`src/rtl/rd_spacing_tracker.sv`:
```
module rd_spacing_tracker #(
  parameter int RANKS = 2,
  parameter int BANKS = 8,
  parameter int RK_W  = $clog2(RANKS),
  parameter int BK_W  = $clog2(BANKS),
  parameter int CW    = 5
) (
  input  logic            clk,
  input  logic            rst_n,
  input  logic            cfg_we,
  input  logic [23:0]     cfg_wdata,
  output logic [23:0]     cfg_rdata,
  input  logic            cmd_valid,
  input  logic [1:0]      cmd_type,
  input  logic [RK_W-1:0] cmd_rank,
  input  logic [BK_W-1:0] cmd_bank,
  input  logic [RK_W-1:0] qry_rank,
  input  logic [BK_W-1:0] qry_bank,
  output logic            qry_rd_ok,
  output logic            rd_violation
);
  localparam int NPAIR  = RANKS * BANKS;
  localparam int PAIR_W = RK_W + BK_W;
  localparam logic [1:0] OP_ACT = 2'd1;
  localparam logic [1:0] OP_RD  = 2'd2;
  localparam logic [1:0] OP_WR  = 2'd3;

  logic [20:0]   cfg_q;
  logic [CW-1:0] act_cnt [NPAIR];
  logic [CW-1:0] wrs_cnt [RANKS];
  logic [CW-1:0] wrd_cnt [RANKS];
  logic [CW-1:0] rds_cnt [RANKS];
  logic [CW-1:0] rdd_cnt [RANKS];
  logic [RANKS-1:0] other_busy;
  logic [RANKS-1:0] rank_clear;
  logic [CW-1:0] t_act, t_wrs, t_wrd, t_rrs, t_rrd;
  logic is_act, is_rd, is_wr, cmd_ok;

  function automatic logic [CW-1:0] minus1(input logic [CW-1:0] v);
    return (v == '0) ? '0 : v - CW'(1);
  endfunction

  assign t_act = CW'(cfg_q[20:17]);
  assign t_wrs = CW'(cfg_q[16:12]);
  assign t_wrd = CW'(cfg_q[11:8]);
  assign t_rrs = CW'(cfg_q[7:4]);
  assign t_rrd = CW'(cfg_q[3:0]);
  assign cfg_rdata = {3'b000, cfg_q};

  assign is_act = cmd_valid && cmd_type == OP_ACT;
  assign is_rd  = cmd_valid && cmd_type == OP_RD;
  assign is_wr  = cmd_valid && cmd_type == OP_WR;

  always_comb begin
    for (int r = 0; r < RANKS; r++) begin
      other_busy[r] = 1'b0;
      for (int o = 0; o < RANKS; o++)
        if (o != r && (wrd_cnt[o] != '0 || rdd_cnt[o] != '0))
          other_busy[r] = 1'b1;
      rank_clear[r] = wrs_cnt[r] == '0 && rds_cnt[r] == '0 && !other_busy[r];
    end
  end

  assign qry_rd_ok = rank_clear[qry_rank] && act_cnt[{qry_rank, qry_bank}] == '0;
  assign cmd_ok    = rank_clear[cmd_rank] && act_cnt[{cmd_rank, cmd_bank}] == '0;

  always_ff @(posedge clk) begin
    if (!rst_n) begin
      cfg_q        <= '0;
      rd_violation <= 1'b0;
      for (int i = 0; i < NPAIR; i++) act_cnt[i] <= '0;
      for (int r = 0; r < RANKS; r++) begin
        wrs_cnt[r] <= '0;
        wrd_cnt[r] <= '0;
        rds_cnt[r] <= '0;
        rdd_cnt[r] <= '0;
      end
    end else begin
      if (cfg_we) cfg_q <= cfg_wdata[20:0];
      rd_violation <= is_rd && !cmd_ok;
      for (int i = 0; i < NPAIR; i++)
        act_cnt[i] <= (is_act && {cmd_rank, cmd_bank} == PAIR_W'(i))
                      ? minus1(t_act) : minus1(act_cnt[i]);
      for (int r = 0; r < RANKS; r++) begin
        if (is_wr && cmd_rank == RK_W'(r)) begin
          wrs_cnt[r] <= minus1(t_wrs);
          wrd_cnt[r] <= minus1(t_wrd);
        end else begin
          wrs_cnt[r] <= minus1(wrs_cnt[r]);
          wrd_cnt[r] <= minus1(wrd_cnt[r]);
        end
        if (is_rd && cmd_rank == RK_W'(r)) begin
          rds_cnt[r] <= minus1(t_rrs);
          rdd_cnt[r] <= minus1(t_rrd);
        end else begin
          rds_cnt[r] <= minus1(rds_cnt[r]);
          rdd_cnt[r] <= minus1(rdd_cnt[r]);
        end
      end
    end
  end

  p_rsvd_zero_r2: assert property (@(posedge clk) disable iff (!rst_n)
    cfg_rdata[23:21] == 3'b000);

  p_viol_after_read_r10: assert property (@(posedge clk) disable iff (!rst_n)
    rd_violation |-> $past(is_rd));

  p_viol_when_blocked_r10: assert property (@(posedge clk) disable iff (!rst_n)
    (is_rd && !cmd_ok) |=> rd_violation);

  p_viol_clear_r10: assert property (@(posedge clk) disable iff (!rst_n)
    (is_rd && cmd_ok) |=> !rd_violation);

  for (genvar p = 0; p < NPAIR; p++) begin : g_pair_chk
    p_act_blocks_r3: assert property (@(posedge clk) disable iff (!rst_n)
      (is_act && {cmd_rank, cmd_bank} == PAIR_W'(p) && t_act >= CW'(2))
      |=> ({qry_rank, qry_bank} != PAIR_W'(p) || !qry_rd_ok));
  end

  for (genvar r = 0; r < RANKS; r++) begin : g_rank_chk
    p_wr_same_r4: assert property (@(posedge clk) disable iff (!rst_n)
      (is_wr && cmd_rank == RK_W'(r) && t_wrs >= CW'(2))
      |=> (qry_rank != RK_W'(r) || !qry_rd_ok));
    p_wr_other_r5: assert property (@(posedge clk) disable iff (!rst_n)
      (is_wr && cmd_rank == RK_W'(r) && t_wrd >= CW'(2))
      |=> (qry_rank == RK_W'(r) || !qry_rd_ok));
    p_rd_same_r6: assert property (@(posedge clk) disable iff (!rst_n)
      (is_rd && cmd_rank == RK_W'(r) && t_rrs >= CW'(2))
      |=> (qry_rank != RK_W'(r) || !qry_rd_ok));
    p_rd_other_r7: assert property (@(posedge clk) disable iff (!rst_n)
      (is_rd && cmd_rank == RK_W'(r) && t_rrd >= CW'(2))
      |=> (qry_rank == RK_W'(r) || !qry_rd_ok));
  end
endmodule

```
`config.mk`:
```
export PLATFORM = sky130hd
export DESIGN_NAME = rd_spacing_tracker
export DESIGN_NICKNAME = d
export VERILOG_FILES = /design/src/rtl/rd_spacing_tracker.sv
export SDC_FILE = /design/constraint.sdc
export NUM_CORES = 1
export LEC_CHECK = 0
export BUFFER_PORTS_ARGS = -buffer_cell sky130_fd_sc_hd__clkbuf_2
export CORE_ASPECT_RATIO = 0.9
export CORE_MARGIN = 1
export CORE_UTILIZATION = 60
export CTS_BUF_LIST = sky130_fd_sc_hd__clkbuf_4
export DETAILED_ROUTE_END_ITERATION = 12
export GPL_ROUTABILITY_DRIVEN = 0
export HOLD_SLACK_MARGIN = 0.12
export PLACE_DENSITY = 0.8
export SLEW_MARGIN = 20
export SYNTH_ARGS = -nofsm -noshare
export SYNTH_HDL_FRONTEND = slang
export SYNTH_SLANG_ARGS = --single-unit
```
`constraint.sdc`:
```
create_clock -name clk -period 5.17 [get_ports clk]
set_input_delay 0.517 -clock clk [delete_from_list [all_inputs] [get_ports clk]]
set_output_delay 0.517 -clock clk [all_outputs]
set_load 0.02 [all_outputs]
```
# Word level (Yosys, flattened, before mapping)
# Memory sizes are Yosys's and may differ from the RTL's.
# Index checks and enable logic that the tools add are counted.
[word_totals]
ramBits = 120
reg_bits = 22
in_bits = 38
word_cells = 269
n_memories = 5
out_inout_bits = 26
[classes]
addsub = 29
reduce_logical = 71
n_eq_ne = 18
n_mux = 109
order_cmp = 2
bitwise = 33
[memory_table]
columns = ["memory", "depth", "width", "rd", "rd_clocked_by_memory_dff", "write_ports", "line_no", "text"]
rows = [
  ["act_cnt", 16, 5, 18, 0, 16, "29", "logic [CW-1:0] act_cnt [NPAIR];"],
  ["rdd_cnt", 2, 5, 2, 0, 2, "33", "logic [CW-1:0] rdd_cnt [RANKS];"],
  ["rds_cnt", 2, 5, 2, 0, 2, "32", "logic [CW-1:0] rds_cnt [RANKS];"],
  ["wrd_cnt", 2, 5, 2, 0, 2, "31", "logic [CW-1:0] wrd_cnt [RANKS];"],
  ["wrs_cnt", 2, 5, 2, 0, 2, "30", "logic [CW-1:0] wrs_cnt [RANKS];"],
]
[op_table]
columns = ["op", "count"]
rows = [
  ["5-bit 2-to-1 mux", 77],
  ["5-bit zero test", 31],
  ["5-bit by 1-bit subtractor with 5-bit output, second input constant", 25],
  ["4-bit equality test, second input constant", 8],
  ["1-bit 2-to-1 mux", 32],
  ["1-bit OR", 32],
  ["1-bit logical AND", 30],
  ["5-bit nonzero test", 4],
  ["4-bit by 1-bit subtractor with 5-bit output, second input constant", 4],
  ["4-bit by 3-bit equality test with 1-bit output, second input constant", 4],
  ["4-bit by 2-bit equality test with 1-bit output, second input constant", 2],
  ["2-bit equality test, second input constant", 2],
  ["4-bit by 1-bit equality test with 1-bit output, second input constant", 1],
  ["4-bit zero test", 1],
  ["1-bit by 2-bit less-than comparator with 1-bit output, second input constant", 2],
  ["1-bit zero test", 3],
  ["2-bit by 1-bit equality test with 1-bit output, second input constant", 1],
  ["1-bit logical OR", 2],
  ["1-bit NOT", 1],
]

# Logic depth before layout (Yosys ltp)
# Gate-level depths: netlist (run 1).
# An unclocked memory read counts as a cell.
[depth]
word_depth = 11
depth_mapped = 8
ltp_nobuf = 7

# Worst setup path after synthesis (run 1)
# Ideal clock, no wire load.
[synth_path]
kind = "reg-to-output"
start = "mem rds_cnt[1][0]"
end = "out qry_rd_ok"
path_slack_ns = 2.953
path_stages_with_launch = 6
t_arrival_ns = 1.700
path_buffers = 0
cell_sequence = "edfxtp_1 > inv_1 > ha_1 > or4b_4 > nor4_4 > a41o_1"
[synth_rtl]
columns = ["item", "line_no", "text"]
rows = [
  ["start: declaration", "32", ""],
  ["end: declaration", "19", "output logic qry_rd_ok,"],
]

==> results.py, run 1 <==
metrics = {
    "status": {
        "status": "complete, no violations",
    },
    "clock_network": {
        "cts_setup_buffers": 0,
        "numCtsBuffers": 17,
        "clk_pin_slew_ps": 120,
        "cts_tree": "done",
        "ctsResizeCount": 0,
        "cts_htree_levels": 4,
        "cts_root_buf": "clkbuf_4",
        "clk_latency_ps": 560,
        "cts.path.max_buffers": 2,
        "hold_buffers": 0,
        "cts.sinks": 142,
    },
    "global_routing": {
        "grt_first_pass_wirelength_um": 29150,
        "track_usage": 0.2757,
        "grt_overflow_total": 0,
        "grt_max_degree": 50,
        "grt_pass1_vias": 6042,
        "antenna_found_initial": 1,
    },
    "logic_synthesis": {
        "ys_async_sr_fraction": 0,
        "yosysSeqAreaShare": 0.4123,
        "synth-seq-cells": 142,
        "muxShareOfSynthArea": 0.06442,
        "yosys.area_share.simple": 0.2351,
        "ys_warn_count": 0,
        "synth_compound_area_frac": 0.1599,
        "synthDistinctLibCells": 78,
        "synth-main-ff-cell": "dfxtp_1",
        "synth_largest_area_cell": "dfxtp_1",
        "synth_top_family_by_area": "simple AND/OR/NAND/NOR gates",
        "syn_inst": 875,
        "synthXorXnorAreaFrac": 0.03786,
        "synth.area.top_cells": "dfxtp_1 (26%), edfxtp_1 (15%), nor2_1 (6.1%)",
        "synth_top_area_share": 0.2596,
        "synth_edf_count": 40,
        "synth.avg_cell_area_um2": 8.990,
        "synth_fa_ha_area_frac": 0.03976,
        "syn_area_um2": 7866,
    },
    "drt": {
        "drt-initial-drc-count": 516,
        "drcViolationCount": 0,
        "vias": 6670,
        "drt-wirelength-per-cell_um": 15.56,
        "vias_per_cell": 5.866,
        "routed_wl_um": 17690,
        "first_pass_iters": 6,
        "detail-route-antenna-nets": 0,
    },
    "critical_path": {
        "reg2reg_depth": 7,
        "crit_start": "rds_cnt[1][0]",
        "critPathMaxFanout": 3,
        "path_class": "flip-flop to primary output",
        "endpoint": "qry_rd_ok",
        "critPathCaptureType": "primary output",
        "rrSetupSlack_ps": 2990,
        "timing.rr.start": "rds_cnt[1][0]",
        "cp.arrival_ps": 2590,
        "crit_required_ps": 4650,
        "startpoint_type": "flip-flop",
        "timing.rr.end": "rd_violation",
    },
    "sta": {
        "final.min_clock_period_ps": 3111,
        "drv_slew": 0,
        "final-hold-violation-count": 0,
        "setup_viol": 0,
        "final.setup_skew_ps": 17.95,
        "max-slew-margin-rel": 0.3343,
        "worstMarginPinSlew_ps": 997.5,
        "tns_ps": 0,
        "fmax_mhz": 321.4,
        "rsz0062_at_grt": "no",
        "final.period_utilization": 0.6018,
    },
    "pwr": {
        "ir_worst_vdd_mv": 0.2721,
        "p_leak_nw": 3.531,
        "power.density_nw_per_um2": 455.8,
    },
    "floorplanning": {
        "core_um2": 12740,
        "io_pins": 64,
        "die_area_um2": 13570,
        "num_rows": 39,
        "start_util": 0.6176,
        "die_h_um": 110.6,
        "dieWidth_um": 122.7,
    },
    "finish": {
        "drive_above_1_share": 0.1299,
        "final_common_cell": "nor2_1",
        "final_util": 0.6768,
        "syn2layout_area_growth_pct": 9.575,
        "nNetsFinal": 1020,
        "final_cell_mix": "nor2_1 (126), dfxtp_1 (102), nor3_1 (77)",
        "design_area_um2": 8620,
        "stdcell_count": 1137,
    },
    "place": {
        "io_buffers": 57,
        "dp_cells": 1102,
        "placed_area_um2": 8346,
        "hpwl_um": 12390,
    },
    "hold_path": {
        "hold_class": "input pin to flip-flop",
    },
    "flow_run": {
        "maxCapViolCount": 0,
    },
}
==> synth_stat cells, types with 7 or more instances <==
cell type and number:
nor2_1 127, dfxtp_1 102, nor3_1 77, a21oi_1 62, inv_1 55, edfxtp_1 40, nand2_1 40, mux2i_1 36
xnor2_1 32, ha_1 25, o22ai_1 23, nand2b_1 21, clkbuf_1 18, o21ai_0 16, a211oi_1 15, nand3_1 14
o211ai_1 13, nor2b_1 10, o32ai_1 10, buf_2 8, buf_4 8, a31oi_1 7
==> layout make-up <==
class / instances / area [um2]
clock buffers: 19 / 142.6
well taps: 164 / 205.2
multi-input cells: 681 / 4388
clock inverters: 13 / 123.9
diodes: 3 / 7.507
flip-flops and latches: 142 / 3243
repair buffers: 58 / 292.8
fillers: 1070 / 4116
inverters: 57 / 216.5
==> critical path, stage by stage (launching register included) <==
cell	delay [ps]
edfxtp_1	440
inv_1	80
ha_1	210
or4b_4	510
nor4_4	380
a41o_1	240
clkbuf_2	170
==> how the worst min path moves through the flow <==
stage                               from              to  slack, ps  cells past startpoint
after CTS                   cfg_wdata[4]        cfg_q[4]        160                      3
after global placement    act_cnt[12][4]  act_cnt[12][4]        450                      2
after floorplan           act_cnt[12][4]  act_cnt[12][4]        430                      2
final                       cfg_wdata[4]        cfg_q[4]        190                      3
after global routing        cfg_wdata[9]        cfg_q[9]        170                      3
after detailed placement  act_cnt[12][4]  act_cnt[12][4]        460                      2
==> layer usage <==
layer  routed length (um)  global-route usage  part of all wire  vias to the layer above
met5                    0                   0                 0                        -
li1                     -                   -                 -                     3324
met4                  345             0.08049             0.020                        0
met2                 8057              0.4243              0.46                      212
met1                 8187              0.3831              0.46                     3102
met3                 1102             0.06457             0.062                       32
==> sequential cells by signal, summed over array words and instances (netlist names) <==
| register | count |
|---|---|
| rd_violation | 1 |
| wrd_cnt | 10 |
| wrs_cnt | 10 |
| rdd_cnt | 10 |
| cfg_q | 21 |
| act_cnt | 80 |
| rds_cnt | 10 |
==> through the flow <==
step	power, W	hold slack (ps)	worst slack (ps)
2_1_floorplan	0.002900	431.2	2953
3_3_place_gp	0.003182	448.0	2370
3_5_place_dp	0.003225	455.9	2308
4_1_cts	0.003923	161.6	2045
5_1_grt	0.004256	173.5	1888
6_report	0.003929	185.7	2059
==> power by group <==
group | switching (W) | total [W] | internal, W | leakage, nW
Sequential | 0.000222 | 0.00160 | 0.00137 | 1.24
Combinational | 0.000898 | 0.00164 | 0.000741 | 2.14
Clock | 0.000402 | 0.000692 | 0.000291 | 0.145
Total | 0.00152 | 0.00393 | 0.00241 | 3.53
==> cell families (layout without fill, tap and decap cells) <==
| family | Yosys count | in the layout |
|---|---|---|
| AO/OA/AOI/OAI | 188 | 188 |
| XOR/XNOR | 34 | 34 |
| adder cells (fa/ha/maj) | 25 | 25 |
| buffers and inverters | 93 | 147 |
| flip-flops | 142 | 142 |
| multiplexers | 45 | 45 |
| other | 2 | 46 |
| AND/OR/NAND/NOR | 346 | 346 |
Note: power is estimated with default switching activity, not from simulation.
==> run 2, diff against run 1 <==
--- a/config.mk
+++ b/config.mk
@@ -8,12 +8,12 @@
 export BUFFER_PORTS_ARGS = -buffer_cell sky130_fd_sc_hd__clkbuf_2
 export CORE_ASPECT_RATIO = 0.9
 export CORE_MARGIN = 1
-export CORE_UTILIZATION = 60
+export CORE_UTILIZATION = 56
 export CTS_BUF_LIST = sky130_fd_sc_hd__clkbuf_4
 export DETAILED_ROUTE_END_ITERATION = 12
 export GPL_ROUTABILITY_DRIVEN = 0
 export HOLD_SLACK_MARGIN = 0.12
-export PLACE_DENSITY = 0.8
+export PLACE_DENSITY = 0.78
 export SLEW_MARGIN = 20
 export SYNTH_ARGS = -nofsm -noshare
 export SYNTH_HDL_FRONTEND = slang
==> constraint.sdc (replaced) <==
create_clock -name clk -period 2.65 [get_ports clk]
set_input_delay 0.265 -clock clk [delete_from_list [all_inputs] [get_ports clk]]
set_output_delay 0.265 -clock clk [all_outputs]
set_load 0.02 [all_outputs]
==> run 2 against run 1 <==
The run now ends with setup timing left. Sequential power rose by 95%. Clock power rose by 130%. Sequential share of layout area fell by 2.1 points. Final area up 5.8%. First-iteration DRC count increased by 35%. Die area rose by 7.0%. Non-clock buffer count up 42. Cell count increased by 3.9%.
==> results.py, run 2 (synthesized netlist as in run 1, its figures left out) <==
metrics = {
    "status": {
        "status": "complete, but fails checks",
        "violations": "setup timing",
    },
    "pwr": {
        "power.density_nw_per_um2": 880.2,
        "p_leak_nw": 3.737,
        "ir_worst_vdd_mv": 0.4098,
        "total_power_w": 0.008030,
    },
    "finish": {
        "nNetsFinal": 1062,
        "largest_reg_flops": 80,
        "final_common_cell": "nor2_1",
        "drive_above_1_share": 0.1532,
        "final_cell_mix": "nor2_1 (127), dfxtp_1 (102), nor3_1 (77)",
        "design_area_um2": 9124,
        "largestRegisters": "act_cnt x80, cfg_q x21",
        "syn2layout_area_growth_pct": 15.99,
        "final_util": 0.6752,
        "regMostFlops": "act_cnt",
        "stdcell_count": 1181,
        "n_fill_cell": 1081,
    },
    "sta": {
        "rsz0062_at_grt": "yes",
        "max-slew-margin-rel": 0.4541,
        "fmax_mhz": 360.8,
        "setup_viol": 1,
        "final.setup.worst_slack_ps": -121.7,
        "final.min_clock_period_ps": 2772,
        "worstMarginPinSlew_ps": 816.9,
        "final.setup_skew_ps": 14.82,
        "final-hold-violation-count": 0,
        "final.period_utilization": 1.046,
        "drv_slew": 0,
    },
    "place": {
        "io_buffers": 57,
        "hpwl_um": 12930,
        "placed_area_um2": 8438,
        "dp_cells": 1118,
        "pre_cts_ws_ps": 369.5,
    },
    "critical_path": {
        "startpoint_type": "flip-flop",
        "critPathMaxFanout": 3,
        "reg2reg_depth": 8,
        "cp.arrival_ps": 2510,
        "rrSetupSlack_ps": 480,
        "critPathCaptureType": "primary output",
        "path_class": "flip-flop to primary output",
        "crit_required_ps": 2380,
    },
    "floorplanning": {
        "dieWidth_um": 126.9,
        "die_area_um2": 14530,
        "start_util": 0.5821,
        "io_pins": 64,
        "core_um2": 13510,
        "die_h_um": 114.4,
        "num_rows": 40,
    },
    "clock_network": {
        "cts.path.max_buffers": 2,
        "clk_pin_slew_ps": 130,
        "cts_htree_levels": 4,
        "cts.sinks": 142,
        "clk_latency_ps": 570,
        "cts_root_buf": "clkbuf_4",
        "numCtsBuffers": 17,
        "cts_tree": "done",
    },
    "global_routing": {
        "grt_pass1_vias": 6157,
        "grt_overflow_total": 0,
        "antenna_found_initial": 1,
        "grt_max_degree": 40,
        "track_usage": 0.2694,
        "grt_first_pass_wirelength_um": 30420,
    },
    "drt": {
        "drt-wirelength-per-cell_um": 16.10,
        "detail-route-antenna-nets": 0,
        "vias": 6819,
        "first_pass_iters": 5,
        "routed_wl_um": 19020,
        "drt-initial-drc-count": 696,
        "drcViolationCount": 0,
        "vias_per_cell": 5.774,
    },
    "hold_path": {
        "hold_class": "input pin to flip-flop",
        "hold_path_depth": 3,
    },
    "flow_run": {
        "maxCapViolCount": 0,
    },
}
==> run 2: cell type report <==
class | instances | area, um2 | share of cell area
Tap cell | 168 | 210.2 | 0.02304
Inverter | 57 | 216.5 | 0.02372
Antenna cell | 1 | 2.502 | 0.0002743
Timing Repair Buffer | 100 | 671.9 | 0.07364
Clock inverter | 15 | 196.4 | 0.02153
Multi-Input combinational cell | 681 | 4456 | 0.4883
Sequential cell | 142 | 3243 | 0.3555
Clock buffer | 17 | 127.6 | 0.01399
==> run 2: layer usage <==
metal | vias up | global-route usage | part of all wire
met3 | 32 | 0.05421 | 0.057
met4 | 0 | 0.08413 | 0.016
li1 | 3397 | - | -
met5 | - | 0 | 0
met2 | 192 | 0.4432 | 0.47
met1 | 3198 | 0.3586 | 0.45
==> run 2: final timing paths <==
path,start,to
worst max-delay path,wrs_cnt[1][0],qry_rd_ok
worst min-delay path,cmd_type[1],rd_violation
worst max register to register,rdd_cnt[1][0],rd_violation
worst min register to register,act_cnt[12][4],act_cnt[12][4]
==> run 2: worst max-delay path, cell delays in order (launching register included) <==
cell,delay [ps]
edfxtp_1,430
inv_1,110
ha_4,150
or4b_4,500
nor4_4,350
a41o_1,260
clkbuf_8,150
==> run 2: power breakdown <==
| part | total [W] | internal [W] | switching (W) |
|---|---|---|---|
| sequential | 0.00312 | 0.00268 | 0.000436 |
| clock | 0.00160 | 0.000741 | 0.000859 |
| combinational | 0.00331 | 0.00153 | 0.00178 |
==> run 2: timing repair <==
| action | CTS | global route |
|---|---|---|
| cloned | 0 | 0 |
| resized for setup | 3 | 13 |
| setup endpoints to repair | 1 | 1 |
| hold endpoints to repair | 25 | 0 |
| buffers inserted | 3 | 5 |
| hold buffers | 22 | 0 |
| pin swaps | 4 | 5 |
==> run 2: per-stage QoR <==
stage / hold slack, ps / TNS [ps]
after floorplan: 412.2 / 0
after global placement: 448.5 / 0
after detailed placement: 465.2 / 0
after CTS: 171.2 / -210.0
after global routing: 189.9 / -218.8
final: 195.4 / -121.7
